[src/rtl/dmem_pkg.sv]
package dmem_pkg;
   localparam int ADDR_W  = 7;
   localparam int DATA_W  = 8;
   localparam int NUM_SFR = 15;
   localparam logic [ADDR_W-1:0] PTR_ADDR = 7'h01;

   typedef enum logic [1:0] {
      RGN_NONE = 2'd0,
      RGN_PTR  = 2'd1,
      RGN_SFR  = 2'd2,
      RGN_RAM  = 2'd3
   } region_e;

   // Address of special-function select bit idx (three contiguous runs).
   function automatic logic [ADDR_W-1:0] sfr_addr(input int idx);
      int a;
      if (idx < 7)      a = 5 + idx;
      else if (idx < 9) a = 13 + (idx - 7);
      else              a = 18 + (idx - 9);
      return ADDR_W'(a);
   endfunction
endpackage

[src/rtl/dmem_addr_resolve.sv]
module dmem_addr_resolve
   import dmem_pkg::*;
(
   input  logic [ADDR_W-1:0] addr,
   input  logic [DATA_W-1:0] ptr_q,
   output logic [ADDR_W-1:0] eff_addr,
   output logic              self_ref
);
   logic is_virtual;

   always_comb begin
      is_virtual = (addr == '0);
      eff_addr   = is_virtual ? ptr_q[ADDR_W-1:0] : addr;
      self_ref   = is_virtual && (ptr_q[ADDR_W-1:0] == '0);
   end
endmodule

[src/rtl/dmem_region_decode.sv]
module dmem_region_decode
   import dmem_pkg::*;
#(
   parameter int GP_BASE = 64,
   parameter int GP_AW   = 6
)(
   input  logic [ADDR_W-1:0]  eff_addr,
   output region_e            region,
   output logic [NUM_SFR-1:0] sfr_hit,
   output logic [GP_AW-1:0]   gp_idx
);
   logic [ADDR_W-1:0] gp_off;

   for (genvar i = 0; i < NUM_SFR; i++) begin : g_sfr_cmp
      assign sfr_hit[i] = (eff_addr == sfr_addr(i));
   end

   always_comb begin
      gp_off = eff_addr - ADDR_W'(GP_BASE);
      gp_idx = gp_off[GP_AW-1:0];
      if (eff_addr == PTR_ADDR)                   region = RGN_PTR;
      else if (|sfr_hit)                          region = RGN_SFR;
      else if (32'(eff_addr) >= GP_BASE)          region = RGN_RAM;
      else                                        region = RGN_NONE;
   end
endmodule

[src/rtl/dmem_gp_ram.sv]
module dmem_gp_ram #(
   parameter int DEPTH = 64,
   parameter int AW    = 6,
   parameter int DW    = 8
)(
   input  logic          clk,
   input  logic          rst_n,
   input  logic          we,
   input  logic [AW-1:0] idx,
   input  logic [DW-1:0] wdata,
   output logic [DW-1:0] rdata
);
   logic [DW-1:0] mem_q [DEPTH];

   for (genvar w = 0; w < DEPTH; w++) begin : g_word
      always_ff @(posedge clk or negedge rst_n) begin
         if (!rst_n)
            mem_q[w] <= '0;
         else if (we && (32'(idx) == w))
            mem_q[w] <= wdata;
      end
   end

   assign rdata = mem_q[idx];
endmodule

[src/rtl/dmem_access_unit.sv]
module dmem_access_unit
   import dmem_pkg::*;
#(
   parameter bit                 LARGE_RAM   = 1'b1,
   parameter logic [NUM_SFR-1:0] SFR_RO_MASK = 15'h0008
)(
   input  logic               clk,
   input  logic               rst_n,
   input  logic [6:0]         addr,
   input  logic [7:0]         wr_data,
   input  logic               rd_en,
   input  logic               wr_en,
   input  logic               bit_set,
   input  logic               bit_clr,
   input  logic [2:0]         bit_idx,
   input  logic [7:0]         sfr_rdata,
   output logic [7:0]         rd_data,
   output logic [14:0]        sfr_sel,
   output logic               sfr_wr,
   output logic [7:0]         sfr_wdata
);
   localparam int GP_DEPTH = LARGE_RAM ? 64 : 32;
   localparam int GP_BASE  = (1 << ADDR_W) - GP_DEPTH;
   localparam int GP_AW    = $clog2(GP_DEPTH);

   if (GP_BASE <= 32'(sfr_addr(NUM_SFR-1))) begin : g_bad_layout
      $error("general-purpose area overlaps special-function space");
   end

   logic [DATA_W-1:0]  ptr_q;
   logic [ADDR_W-1:0]  eff_addr;
   logic               self_ref;
   region_e            region;
   logic [NUM_SFR-1:0] sfr_hit;
   logic [GP_AW-1:0]   gp_idx;
   logic [DATA_W-1:0]  ram_rd;
   logic [DATA_W-1:0]  cur_val, new_val, bit_mask;
   logic               any_strobe, mod_req, ro_hit, wr_ok;

   dmem_addr_resolve u_resolve (
      .addr     (addr),
      .ptr_q    (ptr_q),
      .eff_addr (eff_addr),
      .self_ref (self_ref)
   );

   dmem_region_decode #(.GP_BASE(GP_BASE), .GP_AW(GP_AW)) u_decode (
      .eff_addr (eff_addr),
      .region   (region),
      .sfr_hit  (sfr_hit),
      .gp_idx   (gp_idx)
   );

   always_comb begin
      any_strobe = rd_en | wr_en | bit_set | bit_clr;
      mod_req    = wr_en | bit_set | bit_clr;
      bit_mask   = DATA_W'(1) << bit_idx;
      ro_hit     = |(sfr_hit & SFR_RO_MASK);
      unique case (region)
         RGN_PTR: cur_val = ptr_q;
         RGN_SFR: cur_val = sfr_rdata;
         RGN_RAM: cur_val = ram_rd;
         default: cur_val = '0;
      endcase
      // Byte write over clear over set.
      if (wr_en)        new_val = wr_data;
      else if (bit_clr) new_val = cur_val & ~bit_mask;
      else              new_val = cur_val | bit_mask;
      wr_ok     = mod_req && !self_ref && (region != RGN_NONE) && !ro_hit;
      rd_data   = rd_en ? cur_val : '0;
      sfr_sel   = any_strobe ? sfr_hit : '0;
      sfr_wr    = wr_ok && (region == RGN_SFR);
      sfr_wdata = sfr_wr ? new_val : '0;
   end

   always_ff @(posedge clk or negedge rst_n) begin
      if (!rst_n)
         ptr_q <= '0;
      else if (wr_ok && (region == RGN_PTR))
         ptr_q <= new_val;
   end

   dmem_gp_ram #(.DEPTH(GP_DEPTH), .AW(GP_AW), .DW(DATA_W)) u_ram (
      .clk   (clk),
      .rst_n (rst_n),
      .we    (wr_ok && (region == RGN_RAM)),
      .idx   (gp_idx),
      .wdata (new_val),
      .rdata (ram_rd)
   );
endmodule

[config.mk]
export PLATFORM = sky130hd
export DESIGN_NAME = dmem_access_unit
export DESIGN_NICKNAME = d
export VERILOG_FILES = /design/src/rtl/dmem_pkg.sv /design/src/rtl/dmem_addr_resolve.sv /design/src/rtl/dmem_region_decode.sv /design/src/rtl/dmem_gp_ram.sv /design/src/rtl/dmem_access_unit.sv
export SDC_FILE = /design/constraint.sdc
export NUM_CORES = 1
export LEC_CHECK = 0
export BUFFER_PORTS_ARGS = -buffer_cell sky130_fd_sc_hd__buf_2
export CAP_MARGIN = 10
export CORE_MARGIN = 3
export CORE_UTILIZATION = 42
export DETAILED_ROUTE_END_ITERATION = 7
export SLEW_MARGIN = 20
export SYNTH_ARGS = -nofsm -noshare
export SYNTH_HDL_FRONTEND = slang
export SYNTH_HIERARCHICAL = 1
export SYNTH_SLANG_ARGS = --single-unit
[constraint.sdc]
create_clock -name clk -period 5.6 [get_ports clk]
set_input_delay 0.56 -clock clk [delete_from_list [all_inputs] [get_ports clk]]
set_output_delay 0.56 -clock clk [all_outputs]
set_load 0.005 [all_outputs]
==> impl_metrics.ini <==
[worst_setup_path]
reg2reg_from = ptr_q[3]
crit_path_start_kind = primary input
critical_path.startpoint = addr[5]
path_max_fanout = 39
reg2reg_to = u_ram/mem_q[384]
worstSetupPathType = in2out
cp.arrival_ns = 4.80
worst-r2r-setup-slack_ns = 0.83
timing.reg2reg.worst_path_depth = 12
endpoint_class_of_the_critical_path = output port
worstPathRequired_ns = 5.04
setup.worst_path.end = sfr_wdata[2]

[yosys]
yosys-top-cells-area = sky130_fd_sc_hd__dfrtp_1 53%, sky130_fd_sc_hd__mux2_2 21%, sky130_fd_sc_hd__mux4_2 12%
post_synth_edffs = 0
yosys_warn_count = 6
ys_async_sr_fraction = 1.00
synth-seq-area-share = 0.528
postSynthCellCount = 1671
mappedNetlistNets = 1703
yosys.area.top_type_share = 0.528
postSynthRegisterBits = 520
avgSynthCellArea_um2 = 14.8
synth.top_cells.by_count = 520 x sky130_fd_sc_hd__dfrtp_1, 457 x sky130_fd_sc_hd__mux2_2, 128 x sky130_fd_sc_hd__mux4_2, 82 x sky130_fd_sc_hd__clkbuf_1, 77 x sky130_fd_sc_hd__a22oi_1
synth-main-ff-cell = sky130_fd_sc_hd__dfrtp_1
synth_cell_types = 50
syn_area_mm2 = 0.0247
synthMostInstantiatedCell = sky130_fd_sc_hd__dfrtp_1
synthDominantAreaCellType = sky130_fd_sc_hd__dfrtp_1

[sta]
final.setup_skew_ns = 0.0290
unrepaired_setup_endpoints_after_global_routing = false
setup_slack_ns = 0.235
slew-limit-headroom = 0.231
final_hold_viol_count = 0
fin_crit_ns = 5.36
slew_violations = 0
maxClockFrequency_mhz = 186
worst_hold_slack_ns = 0.375
setup_violations_final = 0
tightestPinTransition_ns = 1.14
fin_tns_setup_ns = 0
final_worst_path_cycle_share = 0.958

[drt]
num_vias = 14712
drt_pre_antenna_iters = 5
vias_per_cell = 5.87
finalWirelength_mm = 61.3
post_drt_wl_per_cell_um = 24.5
drc = 0
remaining_antenna_violation_count_after_routing = 0
detailedRoute.firstIterationViolations = 980

[clock_network]
worst_setup_hold_path_clk_slew_ns = 0.06
h_tree_depth_reported_by_cts = 2
clk_root_buffer_cell = sky130_fd_sc_hd__clkbuf_16
cts_resized = 0
tritoncts = built
cts.sink_count = 520
cts_max_path_buffers = 3
tritoncts.num_buffers = 54
worst_skew_pair.late_latency_ns = 0.60

[cells_and_area]
areaGrowthSynthToFinish_pct = 12.3
filler_cells = 4968
final_layout_size_suffix_gt1_frac = 0.478
fin_nets = 1732

[floorplan]
start_util = 0.426
io_pins = 64
core_area_mm2 = 0.0579
die_area_mm2 = 0.0617
floorplan.rows = 88
die_h_um = 248
fp.dieW_um = 248

[hold_path]
holdCritPathClass = in2reg
hold_path_depth = 3

[global_route]
antenna_found_initial = 3
grt_first_pass_wirelength_mm = 95.0
grt.overflow.total = 0
grt_pass1_vias = 15545
grt_start_max_net_pins = 164
grt_util_all_layers = 0.203

[pwr]
power-per-cell-area_mw_per_mm2 = 318
static-leakage-power_uw = 0.0130
ir_worst_vdd_v = 0.000238

[placement]
io_buffer_count = 63
place.detailed.hpwl_mm = 39.3
globalplace.congestion = 0.849
preCtsSetupSlack_ns = 0.373

[flow_run]
cap_viol_max_count = 0

[status]
outcome = finished, final reports clean
==> layout by cell type (no fill, tap or decap), types with 4 or more instances in the layout <==
master and instances:
sky130_fd_sc_hd__nand3b_1 4, sky130_fd_sc_hd__nand3_1 9, sky130_fd_sc_hd__inv_1 5, sky130_fd_sc_hd__buf_12 18, sky130_fd_sc_hd__nor3_1 13, sky130_fd_sc_hd__a22oi_1 77
sky130_fd_sc_hd__nor2b_1 24, sky130_fd_sc_hd__and2b_1 5, sky130_fd_sc_hd__mux2_2 457, sky130_fd_sc_hd__mux2_4 4, sky130_fd_sc_hd__a21oi_1 47, sky130_fd_sc_hd__clkbuf_16 54
sky130_fd_sc_hd__and3_1 6, sky130_fd_sc_hd__nor2_2 21, sky130_fd_sc_hd__clkbuf_8 18, sky130_fd_sc_hd__nor3b_1 4, sky130_fd_sc_hd__clkbuf_1 8, sky130_fd_sc_hd__clkinv_2 11
sky130_fd_sc_hd__mux2_1 62, sky130_fd_sc_hd__buf_4 27, sky130_fd_sc_hd__nand2_1 46, sky130_fd_sc_hd__buf_2 62, sky130_fd_sc_hd__inv_2 7, sky130_fd_sc_hd__or4_1 8
sky130_fd_sc_hd__nor2_1 27, sky130_fd_sc_hd__nand2b_1 11, sky130_fd_sc_hd__a221o_1 8, sky130_fd_sc_hd__dfrtp_1 520, sky130_fd_sc_hd__and3b_1 4, sky130_fd_sc_hd__mux4_2 128
==> per-layer routing <==
metal | global-route usage | wire length, um | vias to the layer above
met5 | 0 | 13 | -
met4 | 0.0737 | 2160 | 2
met3 | 0.0384 | 3150 | 118
met2 | 0.321 | 28500 | 373
met1 | 0.281 | 27400 | 7914
li1 | - | - | 6305
==> cell type report <==
class | count | area [um^2] | area share
flip-flops and latches | 520 | 13000 | 0.470
well taps | 765 | 957 | 0.0346
multi-input cells | 1003 | 11000 | 0.398
repair buffers | 109 | 898 | 0.0324
inverters | 12 | 45.0 | 0.00163
clock buffers | 80 | 1630 | 0.0588
diodes | 1 | 2.50 | 0.0000904
clock inverters | 15 | 116 | 0.00420
==> where the power goes <==
part / internal (uW) / total [uW] / switching (uW) / leakage (uW)
clock network: 2040 / 3510 / 1470 / 0.000869
logic: 516 / 1050 / 535 / 0.00507
registers: 4080 / 4260 / 173 / 0.00710
total: 6640 / 8820 / 2180 / 0.0130
==> timing repair <==
item,in CTS,in global routing
buffers inserted,0,0
endpoints found under the hold margin,70,0
hold buffers,1,0
setup endpoints to repair,0,0
==> registers in the layout, indices dropped and copies added (netlist names) <==
name / count
u_ram/mem_q: 512
ptr_q: 8
==> worst max-delay path, stage by stage <==
cell	delay, ns
sky130_fd_sc_hd__buf_2	0.13
sky130_fd_sc_hd__nor4_4	0.41
sky130_fd_sc_hd__a31o_4	0.41
sky130_fd_sc_hd__buf_12	0.31
sky130_fd_sc_hd__buf_4	0.23
sky130_fd_sc_hd__mux4_2	0.52
sky130_fd_sc_hd__a22oi_1	0.19
sky130_fd_sc_hd__a21oi_1	0.17
sky130_fd_sc_hd__or4_1	0.57
sky130_fd_sc_hd__mux2_2	0.31
sky130_fd_sc_hd__a221o_1	0.30
sky130_fd_sc_hd__a22oi_1	0.39
sky130_fd_sc_hd__nor2_1	0.10
sky130_fd_sc_hd__buf_2	0.14
==> cells by family (layout without fill, tap and decap cells) <==
family                    after synthesis  in the layout  share of synthesized area
and+or+nand+nor                       204            204                     0.0471
xor gates and xnor gates                1              1                   0.000355
other                                   0              1                          0
muxes                                 651            651                      0.356
DFF                                   520            520                      0.528
AOI/OAI and AO/OA                     147            147                     0.0415
buffers and inverters                 148            216                     0.0271
==> how the worst min path moves through the flow <==
stage,from,to,slack (ns)
after global placement,u_ram/mem_q[390],u_ram/mem_q[390],0.46
after global routing,wr_data[1],ptr_q[1],0.37
final,wr_data[1],ptr_q[1],0.38
after floorplan,rst_n,ptr_q[0],0.26
after detailed placement,u_ram/mem_q[260],u_ram/mem_q[260],0.47
after CTS,wr_data[1],ptr_q[1],0.33
==> metrics by stage <==
| stage | instance area, um^2 | total power, uW | util | cells |
|---|---|---|---|---|
| finish | 27700 | 8820 | 0.478 | 2505 |
| global route | 27700 | 9200 | 0.478 | 2504 |
| CTS | 27700 | 8930 | 0.478 | 2504 |
| detailed placement | 25900 | 5380 | 0.448 | 2408 |
| global placement | 25900 | 5330 | 0.448 | 2408 |
| floorplan | 24700 | 4980 | - | 1671 |
(Power assumes the default switching activity.)
